**src/rtl/i2c_dtr_pkg.sv**
```systemverilog
package i2c_dtr_pkg;

    typedef enum logic [2:0] {
        SH_IDLE,
        SH_SETUP,
        SH_HIGH,
        SH_LOW,
        SH_ACK_HIGH,
        SH_ACK_LOW
    } shift_state_t;

    typedef enum logic {
        CG_LOW,
        CG_HIGH
    } clk_phase_t;

endpackage

```
**src/rtl/i2c_dtr_edge.sv**
```systemverilog
module i2c_dtr_edge (
    input  logic clk,
    input  logic rst_n,
    input  logic scl_i,
    input  logic sda_i,
    output logic scl_lvl,
    output logic sda_lvl,
    output logic scl_rise,
    output logic scl_fall
);

    logic scl_s1, scl_s2, scl_d;
    logic sda_s1, sda_s2;

    always_ff @(posedge clk or negedge rst_n) begin
        if (!rst_n) begin
            scl_s1 <= 1'b1;
            scl_s2 <= 1'b1;
            scl_d  <= 1'b1;
            sda_s1 <= 1'b1;
            sda_s2 <= 1'b1;
        end else begin
            scl_s1 <= scl_i;
            scl_s2 <= scl_s1;
            scl_d  <= scl_s2;
            sda_s1 <= sda_i;
            sda_s2 <= sda_s1;
        end
    end

    assign scl_lvl  = scl_s2;
    assign sda_lvl  = sda_s2;
    assign scl_rise = scl_s2 & ~scl_d;
    assign scl_fall = ~scl_s2 & scl_d;

endmodule

```
**src/rtl/i2c_dtr_clkgen.sv**
```systemverilog
module i2c_dtr_clkgen
    import i2c_dtr_pkg::*;
#(
    parameter int SCL_HALF = 8
) (
    input  logic clk,
    input  logic rst_n,
    input  logic master,
    input  logic run,
    input  logic scl_lvl,
    output logic scl_low
);

    localparam int CW = $clog2(SCL_HALF + 1);
    localparam logic [CW-1:0] CNT_LAST = CW'(SCL_HALF - 1);

    clk_phase_t phase, phase_nx;
    logic [CW-1:0] cnt;
    logic expire;

    assign expire = (cnt == CNT_LAST);

    // state register
    always_ff @(posedge clk or negedge rst_n) begin
        if (!rst_n) phase <= CG_LOW;
        else        phase <= phase_nx;
    end

    // next phase
    always_comb begin
        phase_nx = phase;
        if (!master || !run) begin
            phase_nx = CG_LOW;
        end else begin
            unique case (phase)
                CG_LOW:  if (expire)           phase_nx = CG_HIGH;
                CG_HIGH: if (expire && scl_lvl) phase_nx = CG_LOW;
                default: phase_nx = CG_LOW;
            endcase
        end
    end

    // outputs and counter
    always_ff @(posedge clk or negedge rst_n) begin
        if (!rst_n) begin
            cnt     <= '0;
            scl_low <= 1'b0;
        end else if (!master) begin
            cnt     <= '0;
            scl_low <= 1'b0;
        end else if (!run) begin
            cnt     <= '0;
            scl_low <= 1'b1;
        end else begin
            unique case (phase)
                CG_LOW: begin
                    if (expire) begin
                        cnt     <= '0;
                        scl_low <= 1'b0;
                    end else begin
                        cnt <= cnt + 1'b1;
                    end
                end
                CG_HIGH: begin
                    if (scl_lvl) begin
                        if (expire) begin
                            cnt     <= '0;
                            scl_low <= 1'b1;
                        end else begin
                            cnt <= cnt + 1'b1;
                        end
                    end
                end
                default: cnt <= '0;
            endcase
        end
    end

    AST_SLAVE_RELEASES_SCL: assert property (@(posedge clk) disable iff (!rst_n)
        !master |=> !scl_low);
    AST_IDLE_HOLDS_SCL: assert property (@(posedge clk) disable iff (!rst_n)
        (master && !run) |=> scl_low);

endmodule

```
**src/rtl/i2c_dtr_shifter.sv**
```systemverilog
module i2c_dtr_shifter
    import i2c_dtr_pkg::*;
#(
    parameter int DW = 8
) (
    input  logic          clk,
    input  logic          rst_n,
    input  logic          start,
    input  logic          start_tx,
    input  logic [DW-1:0] tx_byte,
    input  logic          ack_ctl,
    input  logic          scl_lvl,
    input  logic          sda_lvl,
    input  logic          scl_rise,
    input  logic          scl_fall,
    output logic          sda_low,
    output logic          byte_done,
    output logic [DW-1:0] rx_byte,
    output logic          xfer_tx,
    output logic          ack_rx
);

    localparam int BW = (DW > 2) ? $clog2(DW) : 1;
    localparam logic [BW-1:0] BIT_LAST = BW'(DW - 1);

    shift_state_t state, state_nx;
    logic [DW-1:0] shreg;
    logic [BW-1:0] bitcnt;
    logic          last_bit;

    assign last_bit = (bitcnt == BIT_LAST);
    assign rx_byte  = shreg;

    // state register
    always_ff @(posedge clk or negedge rst_n) begin
        if (!rst_n) state <= SH_IDLE;
        else        state <= state_nx;
    end

    // next state
    always_comb begin
        state_nx = state;
        unique case (state)
            SH_IDLE:     if (start)    state_nx = SH_SETUP;
            SH_SETUP:    if (!scl_lvl) state_nx = SH_HIGH;
            SH_HIGH:     if (scl_rise) state_nx = SH_LOW;
            SH_LOW:      if (scl_fall) state_nx = last_bit ? SH_ACK_HIGH : SH_HIGH;
            SH_ACK_HIGH: if (scl_rise) state_nx = SH_ACK_LOW;
            SH_ACK_LOW:  if (scl_fall) state_nx = SH_IDLE;
            default:     state_nx = SH_IDLE;
        endcase
    end

    // datapath and outputs
    always_ff @(posedge clk or negedge rst_n) begin
        if (!rst_n) begin
            shreg     <= '0;
            bitcnt    <= '0;
            xfer_tx   <= 1'b0;
            sda_low   <= 1'b0;
            byte_done <= 1'b0;
            ack_rx    <= 1'b0;
        end else begin
            byte_done <= 1'b0;
            unique case (state)
                SH_IDLE: begin
                    if (start) begin
                        shreg   <= tx_byte;
                        xfer_tx <= start_tx;
                        bitcnt  <= '0;
                        sda_low <= 1'b0;
                    end
                end
                SH_SETUP: begin
                    if (!scl_lvl) sda_low <= xfer_tx & ~shreg[DW-1];
                end
                SH_HIGH: begin
                    if (scl_rise && !xfer_tx) shreg <= {shreg[DW-2:0], sda_lvl};
                end
                SH_LOW: begin
                    if (scl_fall) begin
                        if (last_bit) begin
                            sda_low <= ~xfer_tx & ~ack_ctl;
                        end else begin
                            bitcnt <= bitcnt + 1'b1;
                            if (xfer_tx) begin
                                shreg   <= {shreg[DW-2:0], 1'b0};
                                sda_low <= ~shreg[DW-2];
                            end
                        end
                    end
                end
                SH_ACK_HIGH: begin
                    if (scl_rise && xfer_tx) ack_rx <= sda_lvl;
                end
                SH_ACK_LOW: begin
                    if (scl_fall) begin
                        sda_low   <= 1'b0;
                        byte_done <= 1'b1;
                    end
                end
                default: sda_low <= 1'b0;
            endcase
        end
    end

    AST_SDA_MOVES_SCL_LOW: assert property (@(posedge clk) disable iff (!rst_n)
        !$stable(sda_low) |-> !$past(scl_lvl));
    AST_DONE_ONE_CYCLE: assert property (@(posedge clk) disable iff (!rst_n)
        byte_done |=> !byte_done);
    AST_START_ONLY_IDLE: assert property (@(posedge clk) disable iff (!rst_n)
        start |-> (state == SH_IDLE));

endmodule

```
**src/rtl/i2c_dtr_trigger.sv**
```systemverilog
module i2c_dtr_trigger #(
    parameter int DW       = 8,
    parameter int SCL_HALF = 8
) (
    input  logic          clk,
    input  logic          rst_n,
    input  logic          host_wr,
    input  logic          host_rd,
    input  logic [DW-1:0] host_wdata,
    output logic [DW-1:0] host_rdata,
    input  logic          mode_master,
    input  logic          mode_tx,
    input  logic          addr_hit,
    input  logic          ack_ctl,
    input  logic          scl_i,
    input  logic          sda_i,
    output logic          scl_low,
    output logic          sda_low,
    output logic          busy,
    output logic          byte_done,
    output logic          ack_rx
);

    logic          scl_lvl, sda_lvl, scl_rise, scl_fall;
    logic          enabled, tx_go, rx_go, start;
    logic          xfer_tx;
    logic [DW-1:0] data_reg, rx_byte;

    assign enabled = mode_master | addr_hit;
    assign tx_go   = host_wr & ~busy & enabled & mode_tx;
    assign rx_go   = host_rd & ~busy & enabled & ~mode_tx;
    assign start   = tx_go | rx_go;

    always_ff @(posedge clk or negedge rst_n) begin
        if (!rst_n) begin
            data_reg <= '0;
            busy     <= 1'b0;
        end else begin
            if (host_wr && !busy)
                data_reg <= host_wdata;
            else if (byte_done && !xfer_tx)
                data_reg <= rx_byte;

            if (start)          busy <= 1'b1;
            else if (byte_done) busy <= 1'b0;
        end
    end

    assign host_rdata = data_reg;

    i2c_dtr_edge u_edge (
        .clk      (clk),
        .rst_n    (rst_n),
        .scl_i    (scl_i),
        .sda_i    (sda_i),
        .scl_lvl  (scl_lvl),
        .sda_lvl  (sda_lvl),
        .scl_rise (scl_rise),
        .scl_fall (scl_fall)
    );

    i2c_dtr_clkgen #(.SCL_HALF(SCL_HALF)) u_clkgen (
        .clk     (clk),
        .rst_n   (rst_n),
        .master  (mode_master),
        .run     (busy),
        .scl_lvl (scl_lvl),
        .scl_low (scl_low)
    );

    i2c_dtr_shifter #(.DW(DW)) u_shift (
        .clk       (clk),
        .rst_n     (rst_n),
        .start     (start),
        .start_tx  (mode_tx),
        .tx_byte   (host_wdata),
        .ack_ctl   (ack_ctl),
        .scl_lvl   (scl_lvl),
        .sda_lvl   (sda_lvl),
        .scl_rise  (scl_rise),
        .scl_fall  (scl_fall),
        .sda_low   (sda_low),
        .byte_done (byte_done),
        .rx_byte   (rx_byte),
        .xfer_tx   (xfer_tx),
        .ack_rx    (ack_rx)
    );

    AST_BUSY_NEEDS_ACCESS: assert property (@(posedge clk) disable iff (!rst_n)
        $rose(busy) |-> $past(host_wr | host_rd));
    AST_DONE_DROPS_BUSY: assert property (@(posedge clk) disable iff (!rst_n)
        byte_done |=> !busy);
    AST_UNADDRESSED_STAYS_IDLE: assert property (@(posedge clk) disable iff (!rst_n)
        (!mode_master && !addr_hit && !busy) |=> !busy);

endmodule

```
**config.mk**
```make
export PLATFORM = sky130hd
export DESIGN_NAME = i2c_dtr_trigger
export DESIGN_NICKNAME = d
export VERILOG_FILES = /design/src/rtl/i2c_dtr_pkg.sv /design/src/rtl/i2c_dtr_edge.sv /design/src/rtl/i2c_dtr_clkgen.sv /design/src/rtl/i2c_dtr_shifter.sv /design/src/rtl/i2c_dtr_trigger.sv
export SDC_FILE = /design/constraint.sdc
export NUM_CORES = 1
export LEC_CHECK = 0
export BUFFER_PORTS_ARGS = -buffer_cell sky130_fd_sc_hd__buf_2
export CAP_MARGIN = 20
export CORE_ASPECT_RATIO = 1.4
export CORE_MARGIN = 2
export CORE_UTILIZATION = 48
export DETAILED_ROUTE_END_ITERATION = 7
export PLACE_DENSITY = 0.74
export REMOVE_ABC_BUFFERS = 1
export SYNTH_ARGS = -nofsm -noshare
export SYNTH_HDL_FRONTEND = slang
export SYNTH_SLANG_ARGS = --single-unit
```
**constraint.sdc**
```tcl
create_clock -name clk -period 6 [get_ports clk]
set_clock_uncertainty 0.2 [all_clocks]
set_input_delay 0.6 -clock clk [delete_from_list [all_inputs] [get_ports clk]]
set_output_delay 0.6 -clock clk [all_outputs]
set_load 0.03 [all_outputs]
```
==> flow_metrics.py <==
metrics = {
    "outcome": {
        "status": "complete, but fails checks",
        "violations": "DRC",
    },
    "sta": {
        "setup_violations": 0,
        "fin_setup_tns_ns": 0,
        "worst_pin_slew_ns": 1.00,
        "period_minus_slack_ns": 2.44,
        "period_share_pct": 40.6,
        "finalMaxSlewViolations": 0,
        "rsz0062_at_grt": "false",
        "whs_ns": 0.157,
        "max_freq_ghz": 0.410,
        "finalHoldViolCount": 0,
        "maxSlewHeadroom_pct": 33.0,
    },
    "worst_setup_path": {
        "critPathArrivalTime_ns": 2.42,
        "worst-path-max-fanout": 14,
        "cp-end-kind": "flop",
        "worst-setup-path-type": "reg2reg",
        "worst_setup_path_start_kind": "flop",
        "reg2regPathDepth": 3,
        "max_stage_delay_ns": 0.85,
        "crit_required_ns": 5.98,
        "critPathSlowestCell": "nor2b_1",
        "timing.critical_path.cells": "nor2b_1 -> mux2_2 -> mux2_4",
    },
    "route": {
        "drtIter0Drc": 56,
        "via_count": 1373,
        "wl_met2_um": 1810,
        "finalWirelength_um": 3730,
        "via_per_inst": 5.60,
        "top_layer_used": "met4",
        "ant_nets": 0,
        "wl_met3_um": 172,
        "drc_errors": 2,
        "routedWlPerCell_um": 15.2,
        "dr.pass1.iters": 6,
        "drt-met1-wl_um": 1680,
    },
    "clock_tree": {
        "clk_latency_ns": 0.29,
        "clockBufferDepth": 2,
        "htreeDepth": 2,
        "root_buffer": "clkbuf_8",
        "cts-resized-gates": 0,
        "postCtsSetupBuffers": 0,
        "cts_hold_buf": 0,
        "numCtsBuffers": 5,
        "cts_tree": "built",
        "cts_sinks": 38,
        "path_clk_slew_ns": 0.08,
    },
    "grt": {
        "grt_usage_pct": 18.4,
        "grt_pass1_vias": 1426,
        "grt_pass1_wl_um": 6510,
        "antenna_found_initial": 0,
        "grt_max_degree": 39,
        "grt_overflow_total": 0,
    },
    "final_layout": {
        "drive_gt1_share_pct": 34.2,
        "syn_to_final_growth_pct": 14.3,
        "antenna_cells": 0,
        "nets": 223,
    },
    "synth": {
        "synth_area_per_cell_um2": 11.7,
        "synth-edff-count": 0,
        "syn_inst": 172,
        "yosysMostFrequentCell": "dfrtp_1",
        "seq_area_frac_synth_pct": 47.6,
        "synth_cell_types": 49,
        "ys_warn_count": 0,
        "syn_area_um2": 2010,
        "yosysTopAreaCellShare_pct": 41.1,
        "async_flop_share_pct": 100,
        "yosysTopAreaCell": "dfrtp_1",
        "netlist_top_cells_area": "dfrtp_1 41%, dfstp_2 6.5%, mux2_4 6.0%",
        "synth_seq_cells": 38,
        "synth_common_cells": "33 x dfrtp_1, 18 x nand2_1, 10 x o21ai_1, 8 x mux2_4, 8 x mux2i_1",
        "synth-main-ff-cell": "dfrtp_1",
    },
    "min_path": {
        "hp-class": "reg2reg",
        "whs_path_depth": 0,
    },
    "floorplanning": {
        "ios": 31,
        "start_util_pct": 50.4,
        "die_h_um": 80.6,
        "fp-row-count": 27,
        "die_w_um": 58.7,
        "die-area_um2": 4730,
        "core-area_um2": 3990,
    },
    "power_and_ir_drop": {
        "ir_drop_uv": 260,
        "power.density_nw_per_um2": 329,
        "total_power_uw": 754,
        "leakagePower_uw": 0.00111,
    },
    "placement": {
        "dp_hpwl_um": 2600,
        "portBuffers": 30,
        "finalWeightedCongestion": 0.831,
    },
    "run": {
        "cap_violations": 0,
    },
}
[per-stage QoR]
stage	utilization (%)	area, µm²	std cells	worst slack (ns)
2_1_floorplan	-	1950	163	3.90
3_3_place_gp	54.0	2150	236	3.63
3_5_place_dp	54.0	2150	236	3.57
4_1_cts	57.4	2290	244	3.54
5_1_grt	57.6	2300	245	3.41
6_report	57.6	2300	245	3.56
[placed cells by master, fill, tap and decap left out, types with 3 or more instances in the layout]
master and instances:
dfrtp_1 33, ha_1 4, a21oi_1 4, mux2_2 6
inv_1 3, nor2b_1 6, o21ai_0 4, mux2_1 6
buf_2 30, mux2i_1 8, dfstp_2 5, clkbuf_8 5
nor2_1 5, nand2b_1 3, o21ai_1 10, nand2_1 18
nor3_1 3, mux2_4 8, nor3b_1 3
[sequential cells by signal (all words and copies together), names as in the netlist]
name	flops
busy	1
u_edge.sda_s1	1
u_shift.sda_low	1
u_shift.ack_rx	1
u_clkgen.cnt	4
u_shift.xfer_tx	1
u_shift.state	3
u_edge.sda_lvl	1
u_edge.scl_s1	1
u_edge.scl_d	1
u_shift.byte_done	1
u_clkgen.phase	1
u_edge.scl_lvl	1
u_shift.bitcnt	3
u_clkgen.scl_low	1
u_shift.rx_byte	8
host_rdata	8
[power by group]
group	internal [µW]	switching, µW	leakage [µW]
logic	88.1	61.6	0.000582
registers	301	40.2	0.000463
clock network	167	97.3	0.0000683
[final timing paths]
kind                                  start            endpoint  slack [ns]
min reg2reg                   u_edge.scl_s1      u_edge.scl_lvl        0.16
max reg2reg                u_shift.state[1]  u_shift.rx_byte[2]        3.56
max                        u_shift.state[1]  u_shift.rx_byte[2]        3.56
min in group asynchronous             rst_n     u_clkgen.cnt[2]        0.19
min                           u_edge.scl_s1      u_edge.scl_lvl        0.16
max in group asynchronous             rst_n       host_rdata[7]        4.88
[cell families after synthesis]
logic type                 count (synthesis)  synth area share, %
buffers and inverters                     12                 3.67
muxes                                     29                 17.4
DFF                                       38                 47.6
xor gates and xnor gates                   1                0.436
and+or+nand+nor                           54                 15.8
adders and majority gates                  4                 2.49
AOI/OAI and AO/OA                         34                 12.6
[worst max-delay path: cells and delay by family (launching register included)]
| family | cells | cell delay, ns |
|---|---|---|
| mux | 2 | 0.70 |
| simple gates | 1 | 0.85 |
| flops | 1 | 0.58 |
[layer usage]
| layer | track usage [%] | vias up |
|---|---|---|
| li1 | - | 671 |
| met1 | 22.3 | 664 |
| met2 | 31.1 | 33 |
| met3 | 4.19 | 5 |
| met4 | 7.50 | 0 |
| met5 | 0 | - |
[area by class of cell]
| cell class | count | area (µm²) |
|---|---|---|
| clock buffer | 5 | 68.8 |
| sequential | 38 | 957 |
| timing repair buffer | 31 | 158 |
| inverter | 3 | 11.3 |
| tap | 43 | 53.8 |
| fill | 331 | 1690 |
| clock inverter | 3 | 68.8 |
| multi-input combinational | 122 | 978 |
No activity file was read; power rests on OpenSTA's default activity.
